## src/rtl/irqb_pkg.sv

```systemverilog
package irqb_pkg;
  localparam int ADDR_W    = 5;
  localparam logic [ADDR_W-1:0] CTRL_ADDR = 5'h18;
  localparam logic [1:0] RGN_EDGE = 2'b00;
  localparam logic [1:0] RGN_STAT = 2'b01;
  localparam logic [1:0] RGN_MASK = 2'b10;
  localparam int CTL_COR = 0;
  localparam int CTL_BUF = 1;

  // Byte of the edge block that holds source i
  function automatic int edge_byte(input int i);
    return i / 4;
  endfunction

  // Falling-edge bit of source i inside its edge byte (rising is one above)
  function automatic int edge_lsb(input int i);
    return (i % 4) * 2;
  endfunction

  // Byte of a status or mask register that holds source i
  function automatic int flag_byte(input int i);
    return i / 8;
  endfunction
endpackage

```

## src/rtl/irqb_edge_sense.sv

```systemverilog
module irqb_edge_sense #(
  parameter int N = 24
) (
  input  logic         clk,
  input  logic         rst_n,
  input  logic [N-1:0] src,
  input  logic [N-1:0] rise_en,
  input  logic [N-1:0] fall_en,
  output logic [N-1:0] hit
);
  logic [N-1:0] s1, s2, prev;

  always_ff @(posedge clk or negedge rst_n) begin
    if (!rst_n) begin
      s1   <= '0;
      s2   <= '0;
      prev <= '0;
    end else begin
      s1   <= src;
      s2   <= s1;
      prev <= s2;
    end
  end

  assign hit = (s2 & ~prev & rise_en) | (~s2 & prev & fall_en);
endmodule

```

## src/rtl/irqb_line.sv

```systemverilog
module irqb_line import irqb_pkg::*; #(
  parameter int N = 24,
  localparam int NB = (N + 7) / 8
) (
  input  logic          clk,
  input  logic          rst_n,
  input  logic [N-1:0]  hit,
  input  logic [N-1:0]  clr,
  input  logic          buf_en,
  input  logic [NB-1:0] mask_we,
  input  logic [7:0]    mask_wd,
  output logic [N-1:0]  stat,
  output logic [N-1:0]  mask,
  output logic          pend
);
  logic [N-1:0] sec, stat_n, sec_n;

  always_comb begin
    for (int i = 0; i < N; i++) begin
      stat_n[i] = hit[i] | (stat[i] & (~clr[i] | sec[i]));
      sec_n[i]  = buf_en & ~clr[i] & ((hit[i] & stat[i]) | sec[i]);
    end
  end

  always_ff @(posedge clk or negedge rst_n) begin
    if (!rst_n) begin
      stat <= '0;
      sec  <= '0;
      mask <= '1;
    end else begin
      stat <= stat_n;
      sec  <= sec_n;
      for (int i = 0; i < N; i++) begin
        if (mask_we[flag_byte(i)]) mask[i] <= mask_wd[i % 8];
      end
    end
  end

  assign pend = |(stat & ~mask);
endmodule

```

## src/rtl/irq_bank_dual.sv

```systemverilog
module irq_bank_dual import irqb_pkg::*; #(
  parameter int NSRC = 24
) (
  input  logic              clk,
  input  logic              rst_n,
  input  logic [NSRC-1:0]   src_in,
  input  logic              wr_en,
  input  logic              rd_en,
  input  logic [ADDR_W-1:0] addr,
  input  logic [7:0]        wdata,
  output logic [7:0]        rdata,
  output logic [1:0]        irq_n,
  output logic [1:0]        summary
);
  localparam int NBYTE = (NSRC + 7) / 8;

  logic [NSRC-1:0] rise_en, fall_en, en_any, hit;
  logic [1:0]      ctrl_q;
  logic            is_edge, is_stat, is_mask, is_ctrl;

  logic [NSRC-1:0]  stat_v [2];
  logic [NSRC-1:0]  mask_v [2];
  logic [NSRC-1:0]  clr_v  [2];
  logic [NBYTE-1:0] mwe_v  [2];
  logic [1:0]       pend_v;
  logic [31:0]      stat_pad [2];
  logic [31:0]      mask_pad [2];

  // Named copies for the checker
  logic [NSRC-1:0] stat_l0, stat_l1, mask_l0, mask_l1, clr_l0, clr_l1;

  assign is_edge = (addr[4:3] == RGN_EDGE);
  assign is_stat = (addr[4:3] == RGN_STAT);
  assign is_mask = (addr[4:3] == RGN_MASK);
  assign is_ctrl = (addr == CTRL_ADDR);
  assign en_any  = rise_en | fall_en;

  always_ff @(posedge clk or negedge rst_n) begin
    if (!rst_n) begin
      rise_en <= '0;
      fall_en <= '0;
      ctrl_q  <= '0;
    end else if (wr_en) begin
      if (is_ctrl) ctrl_q <= wdata[1:0];
      for (int i = 0; i < NSRC; i++) begin
        if (is_edge && addr[2:0] == 3'(edge_byte(i))) begin
          rise_en[i] <= wdata[edge_lsb(i) + 1];
          fall_en[i] <= wdata[edge_lsb(i)];
        end
      end
    end
  end

  irqb_edge_sense #(.N(NSRC)) u_sense (
    .clk(clk), .rst_n(rst_n), .src(src_in),
    .rise_en(rise_en), .fall_en(fall_en), .hit(hit)
  );

  for (genvar l = 0; l < 2; l++) begin : g_line
    always_comb begin
      for (int i = 0; i < NSRC; i++) begin
        clr_v[l][i] = is_stat && (addr[2] == 1'(l)) &&
                      (addr[1:0] == 2'(flag_byte(i))) &&
                      (ctrl_q[CTL_COR] ? rd_en : (wr_en && wdata[i % 8]));
      end
      for (int b = 0; b < NBYTE; b++) begin
        mwe_v[l][b] = wr_en && is_mask && (addr[2] == 1'(l)) && (addr[1:0] == 2'(b));
      end
      stat_pad[l] = '0;
      mask_pad[l] = '0;
      stat_pad[l][NSRC-1:0] = stat_v[l];
      mask_pad[l][NSRC-1:0] = mask_v[l];
    end

    irqb_line #(.N(NSRC)) u_line (
      .clk(clk), .rst_n(rst_n), .hit(hit), .clr(clr_v[l]),
      .buf_en(ctrl_q[CTL_BUF]), .mask_we(mwe_v[l]), .mask_wd(wdata),
      .stat(stat_v[l]), .mask(mask_v[l]), .pend(pend_v[l])
    );

    assign irq_n[l]   = ~pend_v[l];
    assign summary[l] = pend_v[l];
  end

  assign stat_l0 = stat_v[0];
  assign stat_l1 = stat_v[1];
  assign mask_l0 = mask_v[0];
  assign mask_l1 = mask_v[1];
  assign clr_l0  = clr_v[0];
  assign clr_l1  = clr_v[1];

  always_comb begin
    rdata = '0;
    if (is_edge) begin
      for (int i = 0; i < NSRC; i++) begin
        if (addr[2:0] == 3'(edge_byte(i))) begin
          rdata[edge_lsb(i) + 1] = rise_en[i];
          rdata[edge_lsb(i)]     = fall_en[i];
        end
      end
    end else if (is_stat) begin
      rdata = stat_pad[addr[2]][{addr[1:0], 3'b000} +: 8];
    end else if (is_mask) begin
      rdata = mask_pad[addr[2]][{addr[1:0], 3'b000} +: 8];
    end else if (is_ctrl) begin
      rdata = {6'b0, ctrl_q};
    end
  end
endmodule

```

## config.mk

```make
export PLATFORM = sky130hd
export DESIGN_NAME = irq_bank_dual
export DESIGN_NICKNAME = d
export VERILOG_FILES = /design/src/rtl/irqb_pkg.sv /design/src/rtl/irqb_edge_sense.sv /design/src/rtl/irqb_line.sv /design/src/rtl/irq_bank_dual.sv
export SDC_FILE = /design/constraint.sdc
export NUM_CORES = 1
export LEC_CHECK = 0
export CORE_MARGIN = 2
export CORE_UTILIZATION = 57
export DETAILED_ROUTE_END_ITERATION = 12
export DONT_BUFFER_PORTS = 1
export PLACE_DENSITY_LB_ADDON = 0.15
export SLEW_MARGIN = 20
export SYNTH_ARGS = -nofsm -noshare
export SYNTH_HDL_FRONTEND = slang
export SYNTH_HIERARCHICAL = 1
export SYNTH_SLANG_ARGS = --single-unit
export TNS_END_PERCENT = 100
```

## constraint.sdc

```tcl
create_clock -name clk -period 1.4 [get_ports clk]
set_clock_uncertainty 0.1 [all_clocks]
set_input_delay 0.14 -clock clk [delete_from_list [all_inputs] [get_ports clk]]
set_output_delay 0.14 -clock clk [all_outputs]
set_load 0.05 [all_outputs]
```

# Word-level counts from Yosys, hierarchy flattened
# Index checks and enable logic that the tools add are counted.
# word_totals
out_inout_bits,12
word_cells,571
input_bits,41
register_bits,266
# classes
bitwise_logic,399
n_eq_ne,10
magnitude_cmp,1
reduce_logical,91
shifts,2
muxes,42
# op_table
op,n
AND 1 bit,192
AND 24 bit,6
bitwise OR 1 bit,144
two-way mux 32 bit,4
inverter 24 bit,4
logical AND 1 bit,79
variable part select 32 x 6 -> 8 bit,2
inverter 1 bit,51
two-way mux 2 bit,25
two-way mux 24 bit,2
OR reduction 24 bit,2
two-way mux 8 bit,3
bitwise OR 24 bit,1
AND reduction 2 bit,7
two-way mux 1 bit,8
== test 3 x 2 -> 1 bit (second input constant),2
== test 3 bit (second input constant),2
== test 5 bit (second input constant),1
== test 2 x 1 -> 1 bit (second input constant),2
== test 2 bit (second input constant),2
zero test 2 bit,2
== test 3 x 1 -> 1 bit (second input constant),1
zero test 3 bit,1
greater-or-equal comparator 2 bit (second input constant),1
inverter 1 -> 2 bit,1

# Logic depth before layout (Yosys ltp)
# depth
ltp_word,8
depth_mapped,8
depth_no_buf,6

# By module
# The synthesis kept the hierarchy.
# modules_own_cells
module,area_each_um2,seq_area_each_um2,instances,cells_each
irqb_line,2947.8,1831.8,2,237
irq_bank_dual,3699.8,1251.2,1,388
irqb_edge_sense,2282.2,1801.7,1,144

# Worst setup path after synthesis
# Ideal clock, no wire load.
# synth_path
path_kind,input to output
from,input port addr[2]
to,output port rdata[6]
arrival_time_ns,2.668
required_time_ns,1.160
path_slack_ns,-1.508
stages,7
path_buffers,2
cell_sequence,buf_6 buf_6 and3b_1 a211oi_1 a31oi_1 nor2_1 o311ai_0
# synth_via
elab_chain_cells,8
word_cells_on_any_way,24
classes_between,eq/ne: 5; shift: 2; mux: 15; bitwise: 1; reduce/logical: 1
# synth_lines
element,line_no,text
"start, declared",irq_bank_dual.sv:9,"input logic [ADDR_W-1:0] addr,"
inverter 1 -> 2 bit (not written as such) or zero test 3 bit (tied branches),"irq_bank_dual.sv:102, irq_bank_dual.sv:104, irq_bank_dual.sv:96",
two-way mux 24 bit (not written as such) or two-way mux 2 bit (tied branches),"irq_bank_dual.sv:104, irq_bank_dual.sv:96",
two-way mux 32 bit (not written as such) or two-way mux 2 bit (tied branches) (2 in series),"irq_bank_dual.sv:104, irq_bank_dual.sv:96",
variable part select 32 x 6 -> 8 bit or two-way mux 2 bit (tied branches),"irq_bank_dual.sv:104, irq_bank_dual.sv:96",
two-way mux 8 bit or two-way mux 2 bit (tied branches),"irq_bank_dual.sv:103, irq_bank_dual.sv:96",
two-way mux 8 bit or two-way mux 2 bit (tied branches),"irq_bank_dual.sv:101, irq_bank_dual.sv:96",
two-way mux 8 bit (*),irq_bank_dual.sv:94,if (is_edge) begin
"end, declared",irq_bank_dual.sv:11,"output logic [7:0] rdata,"
# Every way passes the cells marked *; elsewhere a longest branch is shown, timed or not. The select of a mux whose other input is x is not followed.

# Final worst setup path
# layout_path
from,register g_line[1].u_line.mask[16]
to,output port irq_n[1]
# layout_via
elab_chain_cells,4
# layout_lines
element,line_no,text
"start, declared",irqb_line.sv:13,"output logic [N-1:0] mask,"
"start signal, assigned by index",irqb_line.sv:34,if (mask_we[flag_byte(i)]) mask[i] <= mask_wd[i % 8];
inverter 24 bit,irqb_line.sv:39,assign pend = |(stat & ~mask);
AND 24 bit,irqb_line.sv:39,
OR reduction 24 bit,irqb_line.sv:39,
inverter 1 bit,irq_bank_dual.sv:81,assign irq_n[l] = ~pend_v[l];
"end, declared",irq_bank_dual.sv:12,"output logic [1:0] irq_n,"
# No other way between the ends.

==> summary.md <==
| Metric | Value |
|---|---|
| Violated checks | `hold timing, setup timing` |
| First-pass GRT wire length | `54.5 mm` |
| Global placement routability congestion | `0.966` |
| Post-layout minimum cycle time | `2.31 ns` |
| Register area | `0.00672 mm2` |
| Main flop type after synthesis | `dfrtp_1` |
| Asr flop ratio synth | `100%` |
| Post-Syn Nets | `1047` |
| Setup Viol. Count Final | `108` |
| Vias in the first global route | `9572` |
| Crit path buf inv count | `3` |
| Register area share after synthesis | `56.5%` |
| Dpl cell area | `0.0135 mm2` |
| Worst skew pair latency | `0.56 ns` |
| Syn-to-layout area delta | `36.8%` |
| Leading post-synthesis cells by cell area | `dfrtp_1, dfstp_2, mux2_2` |
| Overflow after GRT | `0` |
| Critical path arrival | `2.07 ns` |
| Port Buffer Count | `0` |
| CTS tree | `yes` |
| R2r setup slk | `-0.30 ns` |
| Initial DRC Count | `897` |
| Clock transition at path regs | `0.06 ns` |
| Drt wl/cell | `23.6 um` |
| Power, Total | `22.7 mW` |
| Maximum clock frequency | `434 MHz` |
| Clock root cell | `clkbuf_16` |
| Worst slew pin tran | `0.900 ns` |
| Cts bufs inserted | `28` |
| Remaining DRCs | `0` |
| Post-synthesis simple-gate area fraction | `13.3%` |
| Ys Warns | `6` |
| Pin count of the biggest net entering global routing | `267` |
| Post-synthesis mux area share | `13.9%` |
| RSZ-0062 raised after global routing | `true` |
| DIE AREA | `0.0220 mm2` |
| Final hold violations | `268` |
| GRT Overall Usage | `32.7%` |
| DIE WIDTH | `148 um` |
| Critical-path cell list | `o22ai_2, nor4_2, buf_4, nand3_4, clkinvlp_4, buf_12` |
| Worst path max stage delay | `0.58 ns` |
| Kind of start point of the critical path | `register` |
| Crit Path Max Fanout | `2` |
| Status | `complete, but fails checks` |
| Number of flops mapped to enable cells by yosys | `0` |
| Critical path's slowest cell | `dfstp_2` |
| H-tree level count | `1` |
| Adder-cell share of the synthesized area | `0%` |
| Post-route ant nets | `0` |
| Area share of the largest cell type after synthesis | `45.9%` |
| Core Box Area | `0.0204 mm2` |
| Drt first pass iters | `5` |
| Area leader, netlist | `dfrtp_1` |
| Post-DP HPWL | `22.5 mm` |
| Multi-input gate area | `0.00572 mm2` |
| Hold Crit Class | `input pin to async pin` |
| Synth Instances | `1006` |
| Critical Path End Type | `primary output` |
| R2R depth | `8` |
| Layout cells sized above 1 | `47.9%` |
| Fillers | `1133` |
| Hold buffer count at cts | `38` |
| XOR/XNOR Fraction of Synth Area | `0%` |
| Max_slew headroom | `39.8%` |
| Post-route cell area | `0.0162 mm2` |
| Leakage power | `7.03 nW` |
| Vias after detailed routing | `9272` |
| Max_cap viols | `0` |
| Critical path class | `register to primary output` |
| CP delay by family, top | `flip-flops` |
| Critical Path RT | `1.16 ns` |
| Setup WS post-layout | `-0.906 ns` |
| Cell area after synthesis | `0.0119 mm2` |
| Starting Density | `58.3%` |
| Worst hold slack | `-0.809 ns` |
| Chip height | `148 um` |
| Distinct cells, synth | `57` |
| Power Density | `1400 mW/mm2` |
| Maximum clock insertion buffer count | `3` |
| Main combinational cell family by area after synthesis | `multiplexers` |
| Initial antenna violation count | `1` |
| Fin nets | `1281` |
| Worst r2r src | `ctrl_q[0]` |
| Clock sinks | `266` |
| Seq cells post-synth | `266` |
| Worst setup startpoint | `g_line[1].u_line/mask[16]` |
| Vias/cell | `6.04` |
| Slew Limit Fails | `0` |
| IO Pins | `53` |
| Syn_area_per_cell | `11.8 um2` |
| Compound-Gate Fraction of Synth Area | `12.7%` |
| Fin crit share | `165%` |
| Worst VDD drop | `1.13 mV` |
| Final wirelength | `36.2 mm` |
| Row count | `52` |
| RR Endpoint | `g_line[0].u_line/stat[18]` |
[worst reg2reg max path: stages, from the launching register on]
cell and delay, ns:
dfrtp_1 0.39, buf_6 0.13, and2_4 0.15, buf_8 0.14, a21oi_4 0.31, buf_6 0.18, nor2_4 0.04, nand2b_1 0.09
a21o_1 0.11
[metal layers]
layer,share of wire (%),global-route usage (%),vias up
li1,-,-,4060
met1,40,42.6,4676
met2,48,52.6,399
met3,7.6,6.84,137
met4,5.2,15.7,0
met5,0,0,-
[flip-flops by register name, indices dropped and copies added, names as in the netlist]
name / count
ctrl_q: 2
fall_en: 24
g_line.u_line/mask: 48
g_line.u_line/sec: 48
g_line.u_line/stat: 48
rise_en: 24
u_sense/prev: 24
u_sense/s1: 24
u_sense/s2: 24
[worst max-delay path by stage]
stage | endpoint | slack, ns | cells past startpoint
finish | irq_n[1] | -0.91 | 6
global route | irq_n[1] | -0.95 | 6
CTS | rdata[2] | -0.91 | 5
detailed placement | irq_n[1] | -0.35 | 6
global placement | rdata[2] | -0.33 | 5
floorplan | rdata[4] | -0.48 | 7
[power by group]
group          total (mW)  internal [mW]  switching (mW)
clock network        8.12           5.05            3.07
logic                4.81           2.61            2.20
registers            9.73           8.90           0.834
[cells in the final DEF (no fill, tap or decap), types with 5 or more instances in the layout]
cell           count
mux2_2           100
inv_1             46
o211ai_1           9
nand3_1            7
buf_4            155
mux2i_1           26
o21ai_0           12
o22ai_1           21
o22ai_2            5
dlygate4sd3_1     36
a21oi_4            8
dfstp_2           48
a21oi_1           61
o21ai_1           12
nor2_4            48
nand2_1           40
clkbuf_16         29
dfrtp_1          217
o21ai_2           24
nor2_1            17
buf_6             26
nor3b_2           48
clkbuf_8          12
nand2b_1          54
a21o_1            46
mux2_4            13
buf_12            15
clkbuf_1           6
nand2_2            6
nand3b_1          26
[metrics by stage]
step	setup slack [ns]	std cells	utilization [%]	hold WS, ns	setup TNS [ns]
2_1_floorplan	-0.475	1006	-	-0.256	-9.89
3_3_place_gp	-0.328	1414	66.5	-0.246	-17.07
3_5_place_dp	-0.347	1414	66.5	-0.245	-20.03
4_1_cts	-0.909	1516	77.7	-0.829	-26.35
5_1_grt	-0.953	1533	79.7	-0.826	-35.31
6_report	-0.906	1534	79.8	-0.809	-29.33
[cells in the mapped netlist, types with 17 or more instances]
cell        n
dfrtp_1   218
mux2_2    102
a21oi_1    69
nor2_1     67
nand2b_1   54
inv_1      51
dfstp_2    48
nor3b_1    48
a21o_1     46
nand2_1    43
mux2i_1    28
o22ai_1    28
nand3b_1   26
o21ai_0    24
o21ai_2    24
buf_2      17
[cell type report]
type / count / area share [%]
clock buffers: 46 / 5.47
well taps: 270 / 2.08
multi-input cells: 653 / 35.2
clock inverters: 6 / 0.870
inverters: 52 / 1.25
repair buffers: 239 / 13.7
flip-flops and latches: 266 / 41.4
diodes: 2 / 0.0308
[timing repair]
item                                    CTS  global route
gates cloned                              0             0
hold endpoints to repair                447           268
endpoints found under the setup margin  108           136
setup buffers                            13            16
pin swaps                                71           107
gates resized for setup                 168            65
[cell families (layout without fill, tap and decap cells)]
group           after synthesis  in the layout
simple gates                280            280
flops                       266            266
compound gates              229            229
mux                         144            144
buf+inv                      87            343
other cells                   0              2
Power figures use the tool's default switching activity.
